### config.mk
export PLATFORM = sky130hd
export DESIGN_NAME = runway_wind_lights
export DESIGN_NICKNAME = d
export VERILOG_FILES = /design/src/rtl/wind_lights_pkg.sv /design/src/rtl/wind_dir_decode.sv /design/src/rtl/lamp_step_logic.sv /design/src/rtl/lamp_pattern_reg.sv /design/src/rtl/runway_wind_lights.sv
export SDC_FILE = /design/constraint.sdc
export NUM_CORES = 1
export LEC_CHECK = 0
export ABC_AREA = 1
export BUFFER_PORTS_ARGS = -buffer_cell sky130_fd_sc_hd__buf_2
export CORE_AREA = 2 2 39 41
export CTS_CLUSTER_DIAMETER = 150
export DETAILED_ROUTE_END_ITERATION = 16
export DIE_AREA = 0 0 41 43
export PLACE_DENSITY = 0.37
export SYNTH_ARGS = -nofsm -noshare
export SYNTH_HDL_FRONTEND = slang
export SYNTH_SLANG_ARGS = --single-unit
### constraint.sdc
create_clock -name clk -period 0.8 [get_ports clk]
set_input_delay 0.04 -clock clk [delete_from_list [all_inputs] [get_ports clk]]
set_output_delay 0.04 -clock clk [all_outputs]
set_load 0.02 [all_outputs]
### src/rtl/wind_lights_pkg.sv
// Package: shared lamp width, direction codes and lamp pattern constants.
// Assumes bit [LAMP_W-1] is the leftmost lamp.
package wind_lights_pkg;

    localparam int LAMP_W = 3;
    localparam int DIR_W  = 2;

    typedef enum logic [DIR_W-1:0] {
        WIND_CALM = 2'b00,
        WIND_R2L  = 2'b01,
        WIND_L2R  = 2'b10,
        WIND_BAD  = 2'b11
    } wind_e;

    typedef logic [LAMP_W-1:0] lamp_t;

    localparam lamp_t PAT_OUTER = 3'b101;
    localparam lamp_t PAT_MID   = 3'b010;
    localparam lamp_t PAT_LEFT  = 3'b100;
    localparam lamp_t PAT_RIGHT = 3'b001;

endpackage

### src/rtl/wind_dir_decode.sv
// Module: turns the raw direction code into the mode type.
// Assumes the code 2'b11 is never driven on purpose; it is passed on as
// WIND_BAD so that the step logic can recover from it.
module wind_dir_decode
    import wind_lights_pkg::*;
(
    input  logic [DIR_W-1:0] dir_code,
    output wind_e            mode
);

    // Purpose: one-to-one cast of the code onto the enum.
    always_comb begin
        mode = wind_e'(dir_code);
    end

endmodule

### src/rtl/lamp_step_logic.sv
// Module: next-pattern function shared by all three sequences.
// Assumes cur_pat is the registered pattern. Any value outside the legal four
// is sent to the center pattern.
module lamp_step_logic
    import wind_lights_pkg::*;
(
    input  wind_e mode,
    input  lamp_t cur_pat,
    output lamp_t nxt_pat
);

    logic cur_legal;

    // Purpose: flag whether the present pattern is one of the four states.
    always_comb begin
        cur_legal = (cur_pat == PAT_OUTER) || (cur_pat == PAT_MID) ||
                    (cur_pat == PAT_LEFT)  || (cur_pat == PAT_RIGHT);
    end

    // Purpose: pick the successor for the selected sequence.
    always_comb begin
        nxt_pat = PAT_MID;
        if (cur_legal) begin
            unique case (mode)
                WIND_CALM: nxt_pat = (cur_pat == PAT_MID) ? PAT_OUTER : PAT_MID;
                WIND_R2L: begin
                    if (cur_pat == PAT_RIGHT)     nxt_pat = PAT_MID;
                    else if (cur_pat == PAT_MID)  nxt_pat = PAT_LEFT;
                    else                          nxt_pat = PAT_RIGHT;
                end
                WIND_L2R: begin
                    if (cur_pat == PAT_LEFT)      nxt_pat = PAT_MID;
                    else if (cur_pat == PAT_MID)  nxt_pat = PAT_RIGHT;
                    else                          nxt_pat = PAT_LEFT;
                end
                WIND_BAD:  nxt_pat = PAT_MID;
            endcase
        end
    end

endmodule

### src/rtl/lamp_pattern_reg.sv
// Module: pattern register with synchronous active-low reset.
// Assumes the reset value is a legal pattern.
module lamp_pattern_reg #(
    parameter int                 WIDTH     = 3,
    parameter logic [WIDTH-1:0]   RESET_VAL = '0
) (
    input  logic             clk,
    input  logic             rst_n,
    input  logic [WIDTH-1:0] d,
    output logic [WIDTH-1:0] q
);

    // Purpose: hold the present pattern; load reset value when rst_n is low.
    always_ff @(posedge clk) begin
        if (!rst_n) q <= RESET_VAL;
        else        q <= d;
    end

endmodule

### src/rtl/runway_wind_lights.sv
// Module: top of the runway wind light sequencer.
// The registered pattern is both the state and the lamp output.
// Assumes wind_dir is synchronous to clk.
module runway_wind_lights
    import wind_lights_pkg::*;
(
    input  logic              clk,
    input  logic              rst_n,
    input  logic [DIR_W-1:0]  wind_dir,
    output logic [LAMP_W-1:0] lamps
);

    wind_e mode;
    lamp_t cur_pat;
    lamp_t nxt_pat;

    wind_dir_decode i_decode (
        .dir_code (wind_dir),
        .mode     (mode)
    );

    lamp_step_logic i_step (
        .mode    (mode),
        .cur_pat (cur_pat),
        .nxt_pat (nxt_pat)
    );

    lamp_pattern_reg #(
        .WIDTH     (LAMP_W),
        .RESET_VAL (PAT_MID)
    ) i_reg (
        .clk   (clk),
        .rst_n (rst_n),
        .d     (nxt_pat),
        .q     (cur_pat)
    );

    // Purpose: drive the lamps straight from the state register.
    always_comb begin
        lamps = cur_pat;
    end

endmodule

==> flow_summary.toml, run 1 <==
[drt]
drc = 0
wirelength_um = 505
drt-wirelength-per-cell_um = 7.77
viasPerCell = 3.83
dr_total_vias = 249
dr.pass1.iters = 2
antenna_left = 0
dr.first_iter.drc_count = 2

[clock_tree]
clk_latency_ns = 0.23
clk_path_buf_depth = 2
htreeDepth = 1
cts_sinks = 3
tritoncts = "built"
numCtsBuffers = 3
root_buffer = "clkbuf_4"
cts_hold_buf = 0
clkSlewWorstSetupHoldPaths_ns = 0.04

[sta]
fin_crit_ns = 0.888
fin_ws_ns = -0.0883
setup_viol = 4
timing.fmax_mhz = 1130
slew_violations = 0
min_period_over_period_pct = 111
fin_skew_ns = 0.00123
slew_headroom_pct = 90.6
hold_viol = 0
worst_slew_pin_slew_ns = 0.140
rsz0062_at_grt = "yes"

[placed_design]
gp_congestion = 0.686
portBuffers = 6
hpwl_um = 422
placed_cells = 61

[power]
peakVddDrop_v = 0.00118
p_per_area_nw_per_um2 = 2970
p_leak_uw = 0.000188

[floorplanning]
fp.dieH_um = 43
start_util_pct = 16.3
fp-row-count = 14
coreArea_um2 = 1380
dieArea_um2 = 1760
ioPinCount = 7
die_w_um = 41

[finish]
nets = 54
diodes = 0
final_cell_mix = "9 x nand2_1, 6 x inv_1, 4 x nor2_1, 4 x buf_2"
reg_top3 = "i_reg.q: 3 flops"
layout_commonest_cell = "nand2_1"
fillerInstances = 172
postLayoutCoreUtil_pct = 25.4
area_delta_synth_final_pct = 56.1
largest_register_ffs = 3
finalNonFillerCells = 65
drive_gt1_share_pct = 46.9
top_register = "i_reg.q"

[logic_synthesis]
synthDistinctLibCells = 13
synth_nets = 42
syn-cell-area_um2 = 225
avgSynthCellArea_um2 = 5.93
ys_seq_elements = 3
synthCells = 38
ys_seq_area_share_pct = 26.7
yosysWarnings = 0

[global_routing]
grt_max_degree = 6
grt.total_usage_pct = 7.61
grt_pass1_wl_um = 876
grt_pass1_vias = 255
grt_antenna_before_repair = 0
overflow = 0

[critical_path]
worst_setup_path_end_kind = "register"
crit_path_max_fanout = 5
critPathTopFamily = "flip-flops"
crit_slowest_cell = "dfxtp_4"
crit_buf_inv = 2
cp_slowest_stage_delay_ns = 0.36
start_kind = "register"
path_class = "reg -> reg"
arrival_ns = 1.01
cp.required_ns = 0.92
critical_path.cell_chain = "inv_2 > nand3_2 > nand3_1 > nand2_1 > inv_1 > nor2_2"

[min_path]
hp-class = "in -> reg"

[outcome]
violations = "negative setup slack"
status = "finished with violations"

[run]
cap_violations = 0
synthesized netlist by cell type:
cell type	number	share of area, %
a21oi_1	1	2.2
dfxtp_1	3	27
inv_1	6	10
inv_2	3	5.0
nand2_1	10	17
nand2_2	1	2.8
nand3_1	2	4.4
nand3_2	3	13
nand4_1	1	2.8
nor2_1	4	6.7
nor2_2	1	2.8
o21ai_0	2	4.4
o21ai_1	1	2.2
what timing repair did:
item / in CTS / in global routing
endpoints found under the hold margin: 0 / 0
gates resized for setup: 5 / 2
setup buffers: 0 / 0
endpoints found under the setup margin: 6 / 5
gates cloned: 0 / 0
layout make-up:
type | instances | area (um^2) | share of cell area [%]
flip-flops and latches | 3 | 71.3 | 20.3
repair buffers | 7 | 50.0 | 14.2
multi-input cells | 26 | 145 | 41.3
clock buffers | 4 | 26.3 | 7.47
well taps | 16 | 20.0 | 5.69
inverters | 9 | 38.8 | 11.0
worst min-delay path, cell delays in order:
cell	delay, ns
buf_2	0.10
nand2_2	0.08
nor2_2	0.04
stage by stage:
step	total power (uW)	setup WS [ns]	hold WS (ns)	area [um^2]	setup TNS [ns]
2_1_floorplan	610	-0.0473	0.180	249	-0.129
3_3_place_gp	749	-0.0963	0.306	307	-0.282
3_5_place_dp	735	-0.0853	0.308	307	-0.236
4_1_cts	1060	-0.0949	0.0598	349	-0.347
5_1_grt	1140	-0.169	0.0680	352	-0.537
6_report	1040	-0.0883	0.0682	352	-0.283
cell families after synthesis:
logic type             after synthesis  share of synthesized area (%)
AO/OA/AOI/OAI                        4                           8.88
flip-flops                           3                           26.7
buffers and inverters                9                           15.0
AND/OR/NAND/NOR                     22                           49.5
layer usage:
metal  GRT usage (%)  up-vias  part of all wire, %
li1                -      137                    -
met1            7.96      109                   41
met2            11.3        3                   56
met3            1.57        0                  3.4
met4            8.00        0                    0
met5               0        -                    0
report_power, final:
part	leakage [uW]	internal [uW]	total, uW	switching [uW]
combinational	0.000147	218	500	282
clock	0.0000150	186	259	72.4
sequential	0.0000262	212	284	72.3
final timing paths:
check	start	to	slack (ns)	cells after the start
setup / recovery	i_reg.q[1]	i_reg.q[0]	-0.09	6
hold / removal	rst_n	i_reg.q[0]	0.07	3
setup reg to reg	i_reg.q[1]	i_reg.q[0]	-0.09	6
hold reg to reg	i_reg.q[2]	i_reg.q[2]	0.65	4
Note: power is estimated with default switching activity, not from simulation.
==> run 2, diff against run 1 <==
PLACE_DENSITY = 0.36   (was 0.37)
clock period = 1.1 ns   (was 0.8 ns; I/O delays follow)
==> run 2 against run 1 <==
Against the previous run:
- the run now ends clean
- critical path type unchanged
- via count is 1.6% lower
- first-iteration DRC count unchanged
- cell area decreased by 14%
- critical endpoint is now i_reg.q[1]
- largest cell class unchanged
- highest routed layer unchanged
- flip-flop and latch count unchanged
- count of clock-buffer cells in the layout is the same
==> flow_summary.toml, run 2 (synthesis results as in run 1) <==
[outcome]
status = "finished, final reports clean"

[min_path]
hp-class = "in -> reg"

[floorplanning]
start_util_pct = 16.3
fp-row-count = 14
coreArea_um2 = 1380
die_w_um = 41
ioPinCount = 7
dieArea_um2 = 1760
fp.dieH_um = 43

[critical_path]
path_class = "reg -> reg"
critical_path.cell_chain = "nand3_2 > nand2_1 > o21ai_1 > nor2_1 > nand2_1"
startpoint = "i_reg.q[1]"
reg2reg_from = "i_reg.q[1]"
r2r-end = "i_reg.q[1]"
endpoint = "i_reg.q[1]"
crit_slowest_cell = "dfxtp_1"
start_kind = "register"
arrival_ns = 1.11
cpMostUsedCell = "nand2_1"
worst_setup_path_end_kind = "register"
r2r_cells = 5
reg2reg_setup_slack_ns = 0.12
critPathTopFamily = "flip-flops"
path_depth = 5
crit_path_max_fanout = 6
cp_slowest_stage_delay_ns = 0.43
cp.required_ns = 1.23
crit_buf_inv = 0

[sta]
slew_violations = 0
hold_ws_ns = 0.0866
fin_crit_ns = 0.985
fin_skew_ns = 0.00200
worst_slew_pin_slew_ns = 0.227
setup_viol = 0
min_period_over_period_pct = 89.5
timing.fmax_mhz = 1020
slew_headroom_pct = 84.8
tns_ns = 0
rsz0062_at_grt = "no"
hold_viol = 0

[clock_tree]
numCtsBuffers = 3
cts_sinks = 3
clk_latency_ns = 0.23
root_buffer = "clkbuf_4"
post_cts_resized = 0
cts_hold_buf = 0
post_cts_buffers = 0
tritoncts = "built"
clk_path_buf_depth = 2
htreeDepth = 1
clkSlewWorstSetupHoldPaths_ns = 0.04

[finish]
reg_top3 = "i_reg.q: 3 flops"
diodes = 0
area_delta_synth_final_pct = 33.9
largest_register_ffs = 3
layout_commonest_cell = "nand2_1"
nets = 53
top_register = "i_reg.q"
fillerInstances = 170
final_cell_mix = "10 x nand2_1, 6 x inv_1, 6 x buf_2, 4 x nor2_1"
fin_area_um2 = 302
drive_gt1_share_pct = 35.4

[power]
peakVddDrop_v = 0.000632
p_leak_uw = 0.000174
power_uw = 664
p_per_area_nw_per_um2 = 2200

[global_routing]
grt_pass1_wl_um = 814
grt.total_usage_pct = 7.21
grt_pass1_vias = 214
grt_max_degree = 7
overflow = 0
grt_antenna_before_repair = 0

[drt]
drt-wirelength-per-cell_um = 8.50
antenna_left = 0
dr.pass1.iters = 4
dr_total_vias = 245
drc = 0
dr.first_iter.drc_count = 2
wirelength_um = 544
viasPerCell = 3.83

[run]
cap_violations = 0

[placed_design]
portBuffers = 6
hpwl_um = 405
gp_congestion = 0.651
placedInstanceArea_um2 = 275
## run 2: cell count changes in the layout (fill, tap and decap cells not counted), moves of 2 or more
| cell | previous run | this run |
|---|---|---|
| dfxtp_4 | 3 | 0 |
| buf_6 | 2 | 0 |
| inv_4 | 2 | 0 |
| inv_2 | 1 | 3 |
| buf_2 | 4 | 6 |
| dfxtp_1 | 0 | 3 |
## run 2: layout make-up
type / count / area (um^2) / area share, %
clock buffers: 4 / 26.3 / 8.71
repair buffers: 6 / 30.0 / 9.96
multi-input cells: 26 / 131 / 43.6
flip-flops and latches: 3 / 60.1 / 19.9
well taps: 16 / 20.0 / 6.64
inverters: 9 / 33.8 / 11.2
## run 2: worst register-to-register path: stages (launching register included)
cell and delay (ns):
dfxtp_1 0.43, nand3_2 0.15, nand2_1 0.08, o21ai_1 0.06
nor2_1 0.10, nand2_1 0.05
## run 2: where the power goes
group / total, uW / switching, uW / internal (uW)
Clock: 196 / 59.5 / 136
Sequential: 180 / 41.4 / 139
Combinational: 288 / 186 / 102
Total: 664 / 286 / 377
## run 2: worst min path at each step
| stage | startpoint | to | slack (ns) | depth (start not counted) |
|---|---|---|---|---|
| after floorplan | rst_n | i_reg.q[0] | 0.20 | 2 |
| after global placement | rst_n | i_reg.q[0] | 0.34 | 3 |
| after detailed placement | rst_n | i_reg.q[0] | 0.33 | 3 |
| after CTS | rst_n | i_reg.q[0] | 0.08 | 3 |
| after global routing | rst_n | i_reg.q[0] | 0.1 | 3 |
| final | rst_n | i_reg.q[0] | 0.09 | 3 |
## run 2: metrics by stage
stage | cells | utilization, % | setup WS, ns
3_5_place_dp | 60 | 19.9 | 0.0966
4_1_cts | 64 | 21.8 | 0.0893
3_3_place_gp | 60 | 19.9 | 0.0980
5_1_grt | 64 | 21.8 | 0.0336
2_1_floorplan | 38 | - | 0.0962
6_report | 64 | 21.8 | 0.115
## run 2: per-layer routing
layer | share of wire [%] | GRT usage (%) | wire (um)
met1 | 50 | 9.24 | 274
met2 | 41 | 8.75 | 223
met3 | 8.5 | 6.28 | 46
met4 | 0 | 2.00 | 0
met5 | 0 | 0 | 0
